File: config.mk
export PLATFORM = sky130hd
export DESIGN_NAME = modem_ctl
export DESIGN_NICKNAME = d
export VERILOG_FILES = /design/src/rtl/modem_pkg.sv /design/src/rtl/modem_pin_sync.sv /design/src/rtl/modem_chg_flags.sv /design/src/rtl/modem_rts_ctl.sv /design/src/rtl/modem_ctl.sv
export SDC_FILE = /design/constraint.sdc
export NUM_CORES = 1
export LEC_CHECK = 0
export CAP_MARGIN = 20
export CORE_AREA = 4 4 41 43
export CTS_CLUSTER_SIZE = 10
export DETAILED_ROUTE_END_ITERATION = 10
export DIE_AREA = 0 0 45 47
export DONT_BUFFER_PORTS = 1
export PLACE_DENSITY_LB_ADDON = 0.12
export RECOVER_POWER = 25
export REMOVE_ABC_BUFFERS = 1
export SYNTH_ARGS = -nofsm -noshare
export SYNTH_HDL_FRONTEND = slang
export SYNTH_SLANG_ARGS = --single-unit
File: constraint.sdc
create_clock -name clk_i -period 0.8 [get_ports clk_i]
set_input_delay 0.16 -clock clk_i [delete_from_list [all_inputs] [get_ports clk_i]]
set_output_delay 0.16 -clock clk_i [all_outputs]
set_load 0.01 [all_outputs]
File: src/rtl/modem_pkg.sv
package modem_pkg;
  localparam int unsigned N_SRC   = 2;
  localparam int unsigned SRC_CTS = 0;
  localparam int unsigned SRC_DCD = 1;

  typedef struct packed {
    logic frame_mode;
    logic auto_rts_off;
    logic alt_mode;
  } rts_cfg_t;
endpackage

File: src/rtl/modem_pin_sync.sv
module modem_pin_sync #(
  parameter int unsigned N_PINS = 2,
  parameter int unsigned STAGES = 2
) (
  input  logic              clk_i,
  input  logic              rst_ni,
  input  logic [N_PINS-1:0] pins_ni,
  output logic [N_PINS-1:0] level_o,
  output logic [N_PINS-1:0] edge_o
);
  localparam int unsigned TOP = STAGES - 1;

  for (genvar g = 0; g < N_PINS; g++) begin : g_pin
    logic [STAGES-1:0] sh_q;
    logic              prev_q;

    always_ff @(posedge clk_i or negedge rst_ni) begin
      if (!rst_ni) begin
        sh_q   <= '1;
        prev_q <= 1'b1;
      end else begin
        sh_q   <= {sh_q[STAGES-2:0], pins_ni[g]};
        prev_q <= sh_q[TOP];
      end
    end

    assign level_o[g] = ~sh_q[TOP];
    assign edge_o[g]  = sh_q[TOP] ^ prev_q;
  end
endmodule

File: src/rtl/modem_chg_flags.sv
module modem_chg_flags #(
  parameter int unsigned N_SRC = 2
) (
  input  logic             clk_i,
  input  logic             rst_ni,
  input  logic [N_SRC-1:0] edge_i,
  input  logic [N_SRC-1:0] clr_i,
  input  logic [N_SRC-1:0] en_i,
  output logic [N_SRC-1:0] flag_o,
  output logic             irq_o
);
  logic [N_SRC-1:0] flag_q;

  // set has priority over a coincident clear
  always_ff @(posedge clk_i or negedge rst_ni) begin
    if (!rst_ni) flag_q <= '0;
    else         flag_q <= edge_i | (flag_q & ~clr_i);
  end

  assign flag_o = flag_q;
  assign irq_o  = |(flag_q & en_i);
endmodule

File: src/rtl/modem_rts_ctl.sv
module modem_rts_ctl
  import modem_pkg::*;
(
  input  logic     clk_i,
  input  logic     rst_ni,
  input  logic     auto_en_i,
  input  logic     rts_bit_i,
  input  rts_cfg_t cfg_i,
  input  logic     tx_empty_i,
  input  logic     flag_done_i,
  output logic     rts_no
);
  logic hold_q;
  logic flag_rel;
  logic release_ev;

  assign flag_rel   = cfg_i.frame_mode & cfg_i.auto_rts_off & ~cfg_i.alt_mode;
  assign release_ev = flag_rel ? flag_done_i : tx_empty_i;

  // hold tracks the bit directly when auto-enable is off, so enabling later starts clean
  always_ff @(posedge clk_i or negedge rst_ni) begin
    if (!rst_ni) hold_q <= 1'b0;
    else         hold_q <= rts_bit_i | (auto_en_i & hold_q & ~release_ev);
  end

  assign rts_no = ~(rts_bit_i | (auto_en_i & hold_q));
endmodule

File: src/rtl/modem_ctl.sv
module modem_ctl
  import modem_pkg::*;
(
  input  logic             clk_i,
  input  logic             rst_ni,
  input  logic             auto_en_i,
  input  logic             frame_mode_i,
  input  logic             auto_rts_off_i,
  input  logic             alt_mode_i,
  input  logic             rts_bit_i,
  input  logic             dtr_bit_i,
  input  logic             dtr_sel_i,
  input  logic             tx_empty_i,
  input  logic             flag_done_i,
  input  logic             tx_dma_req_i,
  input  logic             cts_ni,
  input  logic             dcd_ni,
  input  logic [N_SRC-1:0] chg_clr_i,
  input  logic [N_SRC-1:0] chg_en_i,
  output logic             cts_o,
  output logic             dcd_o,
  output logic             tx_en_o,
  output logic             rx_en_o,
  output logic [N_SRC-1:0] chg_o,
  output logic             irq_o,
  output logic             rts_no,
  output logic             dtr_req_no
);
  logic [N_SRC-1:0] pins_n;
  logic [N_SRC-1:0] level;
  logic [N_SRC-1:0] edges;
  rts_cfg_t         cfg;

  assign pins_n[SRC_CTS] = cts_ni;
  assign pins_n[SRC_DCD] = dcd_ni;

  modem_pin_sync #(.N_PINS(N_SRC), .STAGES(2)) u_sync (
    .clk_i   (clk_i),
    .rst_ni  (rst_ni),
    .pins_ni (pins_n),
    .level_o (level),
    .edge_o  (edges)
  );

  modem_chg_flags #(.N_SRC(N_SRC)) u_flags (
    .clk_i  (clk_i),
    .rst_ni (rst_ni),
    .edge_i (edges),
    .clr_i  (chg_clr_i),
    .en_i   (chg_en_i),
    .flag_o (chg_o),
    .irq_o  (irq_o)
  );

  assign cfg.frame_mode   = frame_mode_i;
  assign cfg.auto_rts_off = auto_rts_off_i;
  assign cfg.alt_mode     = alt_mode_i;

  modem_rts_ctl u_rts (
    .clk_i       (clk_i),
    .rst_ni      (rst_ni),
    .auto_en_i   (auto_en_i),
    .rts_bit_i   (rts_bit_i),
    .cfg_i       (cfg),
    .tx_empty_i  (tx_empty_i),
    .flag_done_i (flag_done_i),
    .rts_no      (rts_no)
  );

  assign cts_o      = level[SRC_CTS];
  assign dcd_o      = level[SRC_DCD];
  assign tx_en_o    = ~auto_en_i | level[SRC_CTS];
  assign rx_en_o    = ~auto_en_i | level[SRC_DCD];
  assign dtr_req_no = dtr_sel_i ? ~tx_dma_req_i : ~dtr_bit_i;
endmodule

## After elaboration in Yosys (flattened, before gate mapping)

Cells that the tools add are included.
W data, S select, Z words.

| operators by class | value |
|---|---|
| mux-type cells | 2 |
| bitwise gates (word level) | 22 |
| reductions and logical operators | 1 |

Operator list:

| operator | count |
|---|---|
| $not A1 Y1 | 8 |
| $and A1 B1 Y1 | 4 |
| $and A2 B2 Y2 | 2 |
| $or A1 B1 Y1 | 4 |
| $mux W1 | 2 |
| $not A2 Y2 | 1 |
| $or A2 B2 Y2 | 1 |
| $reduce_or A2 Y1 | 1 |
| $xor A1 B1 Y1 | 2 |

| storage, ports and cells | value |
|---|---|
| output and inout port bits | 9 |
| bits in registers | 9 |
| logic and storage cells | 31 |
| input port bits | 18 |

## Depth between registers and ports, before layout

| depth | value |
|---|---|
| depth after elaboration | 6 |
| gate-level depth with buffers | 3 |
| depth with buffers taken out | 3 |

## By module

Synthesis repeated with hierarchy kept, for this count alone.

| second synthesis, totals | value |
|---|---|
| cell total of the unflattened synthesis | 25 |
| area, all modules | 356.6 um2 |

Modules (own cells, without submodules):

| module | area each (um2) | seq. area each (um2) | cells each | times used |
|---|---|---|---|---|
| modem_pin_sync | 182.7 | 157.7 | 10 | 1 |
| modem_chg_flags | 82.6 | 50.0 | 7 | 1 |
| modem_rts_ctl | 68.8 | 25.0 | 5 | 1 |
| modem_ctl | 22.5 | 0.0 | 3 | 1 |

## Worst setup path before layout

OpenSTA, ideal clock, no wires.

| path | value |
|---|---|
| path type | register -> register |
| start point | register u_sync.g_pin[0].sh_q[1] |
| end point | register u_flags.flag_q[0], in the netlist u_flags.flag_o[0] |
| cell stages (with the launch flop) | 3 |
| arrival | 0.711 ns |
| path buffers | 0 |
| period minus slack after synthesis | 0.840 ns |
| slack | -0.040 ns |
| library setup time | 0.128 ns |
| data required time | 0.672 ns |
| cell sequence | dfstp_2 > xnor2_1 > o21ai_0 |

| on the way | value |
|---|---|
| cells in the longest elaborated chain, start to end | 2 |

RTL lines:

| item | RTL line | text |
|---|---|---|
| from (decl) | modem_pin_sync.sv:14 | `logic [STAGES-1:0] sh_q;` |
| from (signal assigned) | modem_pin_sync.sv:22 | `sh_q <= {sh_q[STAGES-2:0], pins_ni[g]};` |
| $xor A1 B1 Y1 | modem_pin_sync.sv:28 | `assign edge_o[g] = sh_q[TOP] ^ prev_q;` |
| $or A2 B2 Y2 | modem_chg_flags.sv:17 | `else flag_q <= edge_i \| (flag_q & ~clr_i);` |
| to (signal assigned) | modem_chg_flags.sv:17 |  |
| to (decl) | modem_chg_flags.sv:12 | `logic [N_SRC-1:0] flag_q;` |

Every way passes these cells.

## Worst setup path after layout

| path | value |
|---|---|
| start point | register u_sync.g_pin[0].sh_q[1] |
| end point | output tx_en_o |

| on the way | value |
|---|---|
| cells in the longest elaborated chain, start to end | 2 |

RTL lines:

| item | RTL line | text |
|---|---|---|
| $not A1 Y1 | modem_pin_sync.sv:27 | `assign level_o[g] = ~sh_q[TOP];` |
| $or A1 B1 Y1 | modem_ctl.sv:72 | `assign tx_en_o = ~auto_en_i \| level[SRC_CTS];` |
| to (decl) | modem_ctl.sv:22 | `output logic tx_en_o,` |

Every way passes these cells.

==> summary.md <==
| Metric | Value |
|---|---|
| Clock-pin transition on the worst setup and hold timing paths | 0.06 ns |
| Aggregate routed wire length | 670 um |
| Worst EP arrival | 0.88 ns |
| Die area | 2120 um2 |
| Final HPWL DP | 533 um |
| Status | finished with violations |
| Final WS setup | -0.244 ns |
| P&R area growth vs syn | 41.7% |
| CP bufs+invs | 0 |
| Startpoint Class | flip-flop |
| R2R setup slack | -0.16 ns |
| Vias | 233 |
| Unrepaired setup endpoints after global routing | yes |
| Final ANT Viol Nets | 0 |
| CTS tree | built |
| Yosys top cell area share | 0.457 |
| Starting DRC count in detailed routing | 0 |
| Yosys warns | 0 |
| TNS Setup | -1.95 ns |
| Post-synth EDFFs | 0 |
| Top FF cell, synth | dfstp_2 |
| Row count | 13 |
| Fin nets | 58 |
| Largest family of logic cells by synthesized area | compound AO/OA/AOI/OAI gates |
| Ys async rst share | 1.00 |
| Library cells used by synthesis | 11 |
| GR Overflow Total | 0 |
| Fin crit share | 1.30 |
| First-pass GRT wire length | 972 um |
| DR vias/cell | 4.31 |
| Leak | 0.228 nW |
| Gp weighted congestion | 0.605 |
| Clock buffer depth | 2 |
| Layout cell share with drive strength beyond 1 | 0.462 |
| Post-Synth XOR/XNOR Area | 0.0507 |
| Failing checks | setup timing |
| N_diodes | 0 |
| Htree depth | 1 |
| Clock latency on the worst-skew pair | 0.25 ns |
| Worst-path fanout max | 3 |
| Most frequent cell after synthesis | dfstp_2 |
| Worst Setup End Kind | output port |
| Hold Slack | 0.0491 ns |
| Worst Hold Class | in -> reg |
| WS Path Type | reg -> out |
| Cells after Synth | 25 |
| Hold Violations, Final | 0 |
| Simple-Gate Fraction of Synth Area | 0.0797 |
| DRC Markers | 0 |
| # clock sinks | 9 |
| Vias in the first global route | 218 |
| Slowest-stage cell, CP | dfstp_2 |
| Max Slew Vio Count | 0 |
| Slew headroom | 0.742 |
| Chip width | 45 um |
| Minimum clock period after layout | 1.04 ns |
| Die height | 47 um |
| Worst path max stage delay | 0.55 ns |
| Clock Skews | 0.000138 ns |
| Port buffer count | 0 |
| Power Density | 2010 nW/um2 |
| Worst Max-Slew Pin Slew | 0.386 ns |
| Peak Freq | 958 MHz |
| Delay-heaviest family, CP | flip-flops |
| Worst vdd ir | 0.000749 V |
| Seq/Total Area, Yosys | 0.674 |
| Synth Register Bits | 9 |
| Initial antenna violation count | 0 |
| Mux share of post-synthesis cell area | 0.0580 |
| Final setup fails | 10 |
| Crit path cell chain | nand2_2 |
| Cts bufs inserted | 3 |
| Pin count of the biggest net entering global routing | 10 |
| Drt first pass iters | 1 |
| Synth top area cells | dfstp_2, dfrtp_1, mux2i_1 |
| Clock Root Buffer | clkbuf_4 |
| I/O pin total | 27 |
| Synthesized area per cell | 13.8 um2 |
| Worst Path Required | 0.64 ns |
| Core area | 1300 um2 |
| Most frequent cells after synthesis | dfstp_2, inv_1, dfrtp_1 |
| Tot GR Track Use | 0.0713 |
| MaxCap Viol Count | 0 |
| Area leader, netlist | dfstp_2 |
| Synth Area in Adders | 0 |
| Starting density of the core | 0.265 |
| WL/cell | 12.4 um |
| Post-Syn Area | 345 um2 |
| Post-synthesis compound-gate area fraction | 0.0942 |
## through the flow
stage / cells / utilization / area [um2] / setup slack (ns) / total power, mW
finish: 54 / 0.376 / 489 / -0.244 / 0.983
floorplan: 25 / - / 345 / -0.0399 / 0.583
global placement: 42 / 0.291 / 379 / -0.0715 / 0.611
global route: 54 / 0.376 / 489 / -0.274 / 1.04
detailed placement: 42 / 0.291 / 379 / -0.0799 / 0.612
CTS: 54 / 0.376 / 489 / -0.257 / 1.01
## report_power, final
part / internal, mW / total [mW] / switching [mW]
registers: 0.498 / 0.517 / 0.0189
logic: 0.0718 / 0.129 / 0.0572
clock network: 0.191 / 0.337 / 0.145
## cell type report
cell class                      instances  area [um2]
Sequential cell                         9         233
Inverter                                4        15.0
Clock buffer                            4        26.3
Tap cell                               15        18.8
Multi-Input combinational cell         12         106
Timing Repair Buffer                   10        90.1
Fill cell                             147         812
## cells by family after synthesis
group / count (synthesis)
flops: 9
simple gates: 3
compound gates: 5
buf+inv: 4
mux: 2
xor+xnor: 2
## worst paths after layout
| path | start | end | cells past startpoint |
|---|---|---|---|
| setup / recovery | u_sync.g_pin[0].sh_q[1] | tx_en_o | 1 |
| hold / removal | auto_en_i | u_rts.hold_q | 1 |
| setup reg to reg | u_sync.g_pin[0].sh_q[1] | u_flags.flag_o[0] | 3 |
| hold reg to reg | u_sync.g_pin[1].sh_q[0] | u_sync.g_pin[1].sh_q[1] | 0 |
| max in group asynchronous | rst_ni | u_sync.g_pin[1].sh_q[0] | 1 |
| min in group asynchronous | rst_ni | u_rts.hold_q | 1 |
## flip-flops by register name, summed over array words and instances, names as in the netlist
register	flops
u_sync.g_pin.sh_q	4
u_flags.flag_o	2
u_rts.hold_q	1
u_sync.g_pin.prev_q	2
## layout by cell type (no fill, tap or decap), types with 2 or more instances in the layout
cell type	netlist	final
xnor2_1	2	2
nand2_2	0	2
mux2i_1	2	2
dfrtp_1	3	3
buf_4	0	4
inv_1	4	3
dlygate4sd3_1	0	6
clkbuf_4	0	3
dfstp_2	6	6
o21ai_1	0	2
## what timing repair did
item	in CTS	in global routing
gates cloned	0	0
pin swaps	3	2
buffers inserted	2	0
hold endpoints to repair	14	0
hold buffers	6	0
gates resized for setup	6	0
setup endpoints to repair	10	10
## metal layers
metal	GRT usage	vias to the layer above	routed length, um
met4	0.0877	0	0
li1	-	108	-
met1	0.0664	110	217
met5	0	-	0
met2	0.105	15	344
met3	0.0345	0	108
Note: power is estimated with default switching activity, not from simulation.
